`src/rtl/rx_addr_pkg.sv`:
```
// Package: shared constants and types for the receive address tracker.
// Assumes cause codes index the status and enable bit positions directly.
package rx_addr_pkg;
    localparam int ADDR_W     = 32;
    localparam int CNT_W      = 3;
    localparam int NUM_CAUSES = 5;
    localparam int SEL_W      = 2;

    typedef enum logic [2:0] {
        CAUSE_NORMAL = 3'd0,
        CAUSE_INIT   = 3'd1,
        CAUSE_TGT    = 3'd2,
        CAUSE_RETRY  = 3'd3,
        CAUSE_SYSERR = 3'd4
    } cause_e;

    typedef enum logic [SEL_W-1:0] {
        SEL_ADDR   = 2'd0,
        SEL_ENABLE = 2'd1,
        SEL_STATUS = 2'd2,
        SEL_NONE   = 2'd3
    } sel_e;
endpackage

```
`src/rtl/rx_next_addr.sv`:
```
// Module: next-address counter. Loads a start value or advances by the
// byte count of a successful beat; a load wins over an advance.
// Assumes step_en is already qualified by beat success.
module rx_next_addr #(
    parameter int ADDR_W = 32,
    parameter int CNT_W  = 3
) (
    input  logic              clk,
    input  logic              rst_n,
    input  logic              load_en,
    input  logic [ADDR_W-1:0] load_val,
    input  logic              step_en,
    input  logic [CNT_W-1:0]  step_bytes,
    output logic [ADDR_W-1:0] addr_q
);
    localparam int PAD_W = ADDR_W - CNT_W;

    logic [ADDR_W-1:0] step_ext;

    // Widen the beat byte count to the address width.
    always_comb begin
        step_ext = {{PAD_W{1'b0}}, step_bytes};
    end

    // Address register: reset, reload with priority, else advance.
    always_ff @(posedge clk) begin
        if (!rst_n)        addr_q <= '0;
        else if (load_en)  addr_q <= load_val;
        else if (step_en)  addr_q <= addr_q + step_ext;
    end
endmodule

```
`src/rtl/rx_term_status.sv`:
```
// Module: per-cause sticky status, enable bits and interrupt combine.
// Assumes the cause code equals the bit index; codes at or above NUM_CAUSES
// are ignored. A set beats a write-one-to-clear in the same cycle.
module rx_term_status #(
    parameter int NUM_CAUSES = 5,
    parameter int CODE_W     = 3
) (
    input  logic                  clk,
    input  logic                  rst_n,
    input  logic                  en_wr,
    input  logic [NUM_CAUSES-1:0] en_wdata,
    input  logic                  clr_wr,
    input  logic [NUM_CAUSES-1:0] clr_mask,
    input  logic                  term_valid,
    input  logic [CODE_W-1:0]     term_cause,
    output logic [NUM_CAUSES-1:0] en_q,
    output logic [NUM_CAUSES-1:0] status_q,
    output logic                  irq
);
    logic [NUM_CAUSES-1:0] set_vec;

    // Enable register: loaded whole on an enable write.
    always_ff @(posedge clk) begin
        if (!rst_n)     en_q <= '0;
        else if (en_wr) en_q <= en_wdata;
    end

    genvar gi;
    generate
        for (gi = 0; gi < NUM_CAUSES; gi++) begin : g_cause
            // Decode: this cause's event arrives this cycle.
            always_comb begin
                set_vec[gi] = term_valid && (term_cause == CODE_W'(gi));
            end

            // Sticky bit: set has priority over write-one-to-clear.
            always_ff @(posedge clk) begin
                if (!rst_n)                        status_q[gi] <= 1'b0;
                else if (set_vec[gi])              status_q[gi] <= 1'b1;
                else if (clr_wr && clr_mask[gi])   status_q[gi] <= 1'b0;
            end
        end
    endgenerate

    // Interrupt: any recorded cause whose enable is on.
    always_comb begin
        irq = |(status_q & en_q);
    end
endmodule

```
`src/rtl/rx_reg_read.sv`:
```
// Module: read multiplexer. Narrow registers are zero-extended, so the
// reserved bits always read zero. Assumes DATA_W >= NUM_CAUSES.
module rx_reg_read #(
    parameter int DATA_W     = 32,
    parameter int NUM_CAUSES = 5,
    parameter int SEL_W      = 2
) (
    input  logic [SEL_W-1:0]      rd_sel,
    input  logic [DATA_W-1:0]     addr_q,
    input  logic [NUM_CAUSES-1:0] en_q,
    input  logic [NUM_CAUSES-1:0] status_q,
    output logic [DATA_W-1:0]     rd_data
);
    import rx_addr_pkg::*;
    localparam int PAD_W = DATA_W - NUM_CAUSES;

    // Select the register addressed by rd_sel.
    always_comb begin
        case (rd_sel)
            SEL_ADDR:   rd_data = addr_q;
            SEL_ENABLE: rd_data = {{PAD_W{1'b0}}, en_q};
            SEL_STATUS: rd_data = {{PAD_W{1'b0}}, status_q};
            default:    rd_data = '0;
        endcase
    end
endmodule

```
`src/rtl/rx_addr_tracker.sv`:
```
// Module: top of the receive transfer address tracker. Decodes register
// writes, qualifies beats by success and wires the counter, status and
// read mux. Assumes single-cycle strobes from the bus engine.
module rx_addr_tracker
    import rx_addr_pkg::*;
#(
    parameter int DW = ADDR_W,
    parameter int BW = CNT_W,
    parameter int NC = NUM_CAUSES
) (
    input  logic          clk,
    input  logic          rst_n,
    input  logic          wr_en,
    input  logic [1:0]    wr_sel,
    input  logic [DW-1:0] wr_data,
    input  logic          beat_valid,
    input  logic          beat_ok,
    input  logic [BW-1:0] beat_bytes,
    input  logic          term_valid,
    input  logic [2:0]    term_cause,
    input  logic [1:0]    rd_sel,
    output logic [DW-1:0] rd_data,
    output logic          irq
);
    logic          ld_addr, wr_enable, wr_status, beat_good;
    logic [DW-1:0] next_addr;
    logic [NC-1:0] irq_en, status;

    // Write decode and beat qualification.
    always_comb begin
        ld_addr   = wr_en && (wr_sel == SEL_ADDR);
        wr_enable = wr_en && (wr_sel == SEL_ENABLE);
        wr_status = wr_en && (wr_sel == SEL_STATUS);
        beat_good = beat_valid && beat_ok;
    end

    rx_next_addr #(.ADDR_W(DW), .CNT_W(BW)) u_addr (
        .clk(clk), .rst_n(rst_n),
        .load_en(ld_addr), .load_val(wr_data),
        .step_en(beat_good), .step_bytes(beat_bytes),
        .addr_q(next_addr)
    );

    rx_term_status #(.NUM_CAUSES(NC), .CODE_W(3)) u_stat (
        .clk(clk), .rst_n(rst_n),
        .en_wr(wr_enable), .en_wdata(wr_data[NC-1:0]),
        .clr_wr(wr_status), .clr_mask(wr_data[NC-1:0]),
        .term_valid(term_valid), .term_cause(term_cause),
        .en_q(irq_en), .status_q(status), .irq(irq)
    );

    rx_reg_read #(.DATA_W(DW), .NUM_CAUSES(NC), .SEL_W(2)) u_rd (
        .rd_sel(rd_sel), .addr_q(next_addr), .en_q(irq_en),
        .status_q(status), .rd_data(rd_data)
    );
endmodule

```
`config.mk`:
```
export PLATFORM = sky130hd
export DESIGN_NAME = rx_addr_tracker
export DESIGN_NICKNAME = d
export VERILOG_FILES = /design/src/rtl/rx_addr_pkg.sv /design/src/rtl/rx_next_addr.sv /design/src/rtl/rx_term_status.sv /design/src/rtl/rx_reg_read.sv /design/src/rtl/rx_addr_tracker.sv
export SDC_FILE = /design/constraint.sdc
export NUM_CORES = 1
export LEC_CHECK = 0
export ABC_AREA = 1
export BUFFER_PORTS_ARGS = -buffer_cell sky130_fd_sc_hd__buf_2
export CAP_MARGIN = 20
export CORE_MARGIN = 2
export CORE_UTILIZATION = 48
export DETAILED_ROUTE_END_ITERATION = 7
export PLACE_DENSITY = 0.77
export SYNTH_ARGS = -nofsm -noshare
export SYNTH_HDL_FRONTEND = slang
export SYNTH_SLANG_ARGS = --single-unit
```
`constraint.sdc`:
```
create_clock -name clk -period 1.75 [get_ports clk]
set_input_delay 0.4375 -clock clk [delete_from_list [all_inputs] [get_ports clk]]
set_output_delay 0.4375 -clock clk [all_outputs]
set_load 0.01 [all_outputs]
```
Word level (Yosys, flattened, before mapping)
Cells that the tools add are included.
{"block": "word_totals", "in_bits": 48, "out_inout_bits": 33, "register_bits": 42}
{"block": "classes", "add_sub_neg": 1, "n_reduce_logical": 24, "n_bitwise": 1, "n_eq_ne": 8, "muxes": 13}
{"cell": "one-hot mux 32 bit (3 select lines)", "n": 1}
{"cell": "two-way mux 32 bit", "n": 2}
{"cell": "adder 32 x 3 -> 32 bit", "n": 1}
{"cell": "logical AND 1 bit", "n": 14}
{"cell": "nonzero test 2 bit", "n": 6}
{"cell": "two-way mux 1 bit", "n": 10}
{"cell": "equality test 3 x 2 -> 1 bit (second input constant)", "n": 2}
{"cell": "bitwise AND 5 bit", "n": 1}
{"cell": "OR reduction 5 bit", "n": 1}
{"cell": "equality test 2 x 1 -> 1 bit (second input constant)", "n": 2}
{"cell": "equality test 2 bit (second input constant)", "n": 2}
{"cell": "zero test 2 bit", "n": 2}
{"cell": "equality test 3 x 1 -> 1 bit (second input constant)", "n": 1}
{"cell": "equality test 3 bit (second input constant)", "n": 1}
{"cell": "zero test 3 bit", "n": 1}

Depth between registers and ports, before layout
{"block": "logic_depth", "depth_word": 5, "depth_mapped": 11, "mapped_depth_nobuf": 11}

Hierarchy
A second synthesis with hierarchy kept.
{"block": "hier_totals", "hier_cells": 516, "area_unflattened_um2": 3086.7}
{"module": "rx_next_addr", "cells_each": 361, "seq_area_each_um2": 640.6, "area_each_um2": 2250.9, "instances": 1}
{"module": "rx_term_status", "cells_each": 66, "seq_area_each_um2": 200.2, "area_each_um2": 432.9, "instances": 1}
{"module": "rx_reg_read", "cells_each": 80, "seq_area_each_um2": 0.0, "area_each_um2": 369.1, "instances": 1}
{"module": "rx_addr_tracker", "cells_each": 9, "seq_area_each_um2": 0.0, "area_each_um2": 33.8, "instances": 1}

Worst setup path after synthesis
OpenSTA, ideal clock, no wires.
{"block": "synth_timing", "path_kind": "input-to-reg", "startpoint": "input port beat_bytes[0]", "endpoint": "register u_addr.addr_q[12]", "t_arrival_ps": 1647, "setup_ps": 127, "path_stages": 9, "setup_slack_ps": -24, "path_cell_list": "ha_1 > fa_1 > nand2_1 > nand2_1 > nand2_1 > nor2_1 > nand2_1 > xor2_1 > a21oi_1"}
{"block": "synth_between", "elab_chain_cells": 3}
{"element": "start: declaration", "line_no": "rx_addr_tracker.sv:18", "text": "input logic [BW-1:0] beat_bytes,"}
{"element": "adder 32 x 3 -> 32 bit", "line_no": "rx_next_addr.sv:29", "text": "else if (step_en) addr_q <= addr_q + step_ext;"}
{"element": "two-way mux 32 bit", "line_no": "rx_next_addr.sv:29"}
{"element": "two-way mux 32 bit", "line_no": "rx_next_addr.sv:28", "text": "else if (load_en) addr_q <= load_val;"}
{"element": "end signal: assignment", "line_no": "rx_next_addr.sv:28"}
{"element": "end signal: assignment", "line_no": "rx_next_addr.sv:29"}
{"element": "end: declaration", "line_no": "rx_next_addr.sv:14", "text": "output logic [ADDR_W-1:0] addr_q"}
Every way passes these cells. The select of a mux whose other input is x is not followed.
A chain may end at the register's enable or synchronous reset.

Final worst setup path
{"block": "layout_timing", "startpoint": "register u_addr.addr_q[3]", "endpoint": "output port rd_data[3]"}
{"block": "layout_between", "elab_chain_cells": 1}
{"element": "one-hot mux 32 bit (3 select lines)", "line_no": "rx_reg_read.sv:19", "text": "case (rd_sel)"}
{"element": "end: declaration", "line_no": "rx_addr_tracker.sv:22", "text": "output logic [DW-1:0] rd_data,"}
Every way passes these cells.

==> out/metrics.yaml <==
synthesis:
  synth_fa_ha_area_share_pct: 1.90
  async_reset_ff_share_pct: 0
  ys_warn_count: 0
  synthesis.nets: 567
  synth-edff-count: 0
  synth_top_family_by_area: "simple AND/OR/NAND/NOR gates"
  synthTopCellsByArea: "dfxtp_1 28%, nand2_1 18%, inv_1 9.2%"
  synthSimpleGateAreaFrac_pct: 42.1
  yosysSeqAreaShare_pct: 27.8
  synth_compound_area_share_pct: 15.5
  syn_avg_cell_area_um2: 5.87
  yosys.area.top_type_share_pct: 27.8
  synth_cell_types: 35
  post-synth-top-area-cell: "dfxtp_1"
  ys.flop_type: "dfxtp_1"
  synthMuxAreaShare_pct: 0
  synth_seq_cells: 42
  synth_area_um2: 3020
  synth_xor_area_share_pct: 0.869
  yosysMostFrequentCell: "nand2_1"
  syn_inst: 515
  synth_common_cells: "142 x nand2_1, 74 x inv_1, 71 x nor2_1"
critical_path:
  critPathTopFamily: "flip-flops"
  crit_path_end_kind: "output port"
  cp_slowest_stage_delay_ps: 420
  crit_arrival_ps: 1220
  start_kind: "flip-flop"
  crit_required_ps: 1310
  path_class: "flip-flop to output port"
  path_cells: "inv_1, o211ai_1, buf_2"
  slowest_stage: "dfxtp_1"
  path_buf_inv: 2
  cp_max_fo: 4
sta:
  fin_crit_sh_pct: 94.7
  fin_skew_ps: 11.7
  max_slew.worst_pin.slew_ps: 392
  hold_viol_final: 0
  worst_slack_ps: 92.8
  rsz0062_at_grt: "true"
  setup_tns_ps: 0
  setup_violations: 0
  relSlewSlack_pct: 73.6
  fin_crit_ps: 1660
  final_max_slew_viol_count: 0
  max_freq_ghz: 0.603
cells_and_area:
  multi_input_area_um2: 1900
  diodes: 0
  seq_area_um2: 842
  final_layout_size_suffix_gt1_share_pct: 23.7
  areaGrowthSynthToFinish_pct: 26.7
  layout.nets: 664
  fillers: 571
power:
  p_leak_nw: 1.66
  powerDensity_nw_per_um2: 574
  ir_drop_v: 0.000381
floorplan:
  fp.dieW_um: 83.4
  num_rows: 28
  core_area_um2: 5990
  initial_core_util_pct: 50.5
  io_pins: 81
  die-area_um2: 6950
  die_y_um: 83.4
placed_design:
  preCtsSetupSlack_ps: -225
  dp_hpwl_um: 6950
  place_congestion: 0.960
  portBuffers: 80
routing:
  routed_wl_um: 9140
  drtIter0Drc: 287
  route.detailed.drc: 0
  firstDrtPassIters: 5
  vias: 3652
  ant_nets: 0
  avgViaCountPerCell: 5.31
  wl_per_cell_um: 13.3
min_path:
  hold_path.class: "primary input to flip-flop"
flow_run:
  maxCapViolCount: 0
clocking:
  cts_tree: "yes"
  clockBufferDepth: 2
  htree_levels: 2
  path_clk_slew_ps: 80
  cts_root_buf: "clkbuf_8"
  clock_latency_ps: 310
  cts_sinks: 42
  numCtsBuffers: 5
global_routing:
  grt-ovfl-total: 0
  grt_pass1_wl_um: 15000
  antenna_found_initial: 0
  grt_util_all_layers_pct: 25.9
  grt_pass1_vias: 3340
  grt_max_degree: 25
status:
  status: "complete, no violations"
final timing paths:
path / start / to / slack, ps / cells past startpoint
worst max-delay path: u_addr.addr_q[3] / rd_data[3] / 90 / 3
worst max register to register: u_addr.addr_q[2] / u_addr.addr_q[29] / 90 / 9
worst min register to register: u_stat.status_q[2] / u_stat.status_q[2] / 500 / 2
worst min-delay path: wr_data[4] / u_addr.addr_q[4] / 390 / 3
sequential cells by signal, indices dropped and copies added, names as in the netlist:
register	flops
u_stat.status_q	5
u_addr.addr_q	32
u_stat.en_q	5
cell type report:
class | instances | share of cell area [%]
clock buffers | 7 | 1.99
clock inverters | 1 | 0.784
inverters | 77 | 7.54
multi-input cells | 382 | 49.6
flip-flops and latches | 42 | 22.0
well taps | 75 | 2.45
repair buffers | 104 | 15.7
per-layer routing:
layer  vias up  wire (um)  GRT usage (%)
met1      1644       4010           35.3
met5         -          0              0
li1       1837          -              -
met2       162       4230           42.5
met3         9        813           4.37
met4         0         92           6.71
worst min-delay path, stage by stage:
cell and delay (ps):
buf_2 90, o211ai_1 90, inv_1 50
through the flow:
step | util (%) | cells | power [mW] | hold slack, ps | instance area (um2)
2_1_floorplan | - | 515 | 1.26 | 462 | 3030
3_3_place_gp | 60.2 | 675 | 1.42 | 481 | 3610
3_5_place_dp | 60.2 | 675 | 1.43 | 486 | 3610
4_1_cts | 62.0 | 683 | 2.18 | 395 | 3710
5_1_grt | 64.0 | 688 | 2.30 | 399 | 3830
6_report | 64.0 | 688 | 2.20 | 394 | 3830
power by group:
group          internal [mW]  switching [mW]  total (mW)  leakage, nW
Combinational          0.153           0.234       0.387         1.26
Clock                  0.427           0.348       0.775       0.0524
Sequential             0.997          0.0423        1.04        0.342
placed cells by master (no fill, tap or decap), drive strengths merged:
cell,synthesis,layout
nand2,144,144
buf,6,104
nor2,82,82
inv,77,77
nand3,47,47
dfxtp,42,42
o21ai,36,36
a21oi,30,30
a31oi,9,9
clkbuf,8,7
o211ai,6,6
nor3,6,6
nand4,5,5
and2,3,3
xor2,3,3
ha,3,3
o221ai,2,2
a221oi,1,1
or2,1,1
o22ai,1,1
nor3b,1,1
and3,1,1
fa,1,1
bufinv,0,1
cells by family after synthesis:
kind of cell / Yosys count
xor+xnor: 3
simple gates: 290
flops: 42
fa+ha+maj: 4
buf+inv: 91
compound gates: 85
timing repair:
action,in CTS,in global routing
hold buffers,0,0
buffers inserted,0,5
hold endpoints to repair,0,0
gates resized for setup,0,22
endpoints found under the setup margin,0,18
(Power assumes the default switching activity.)
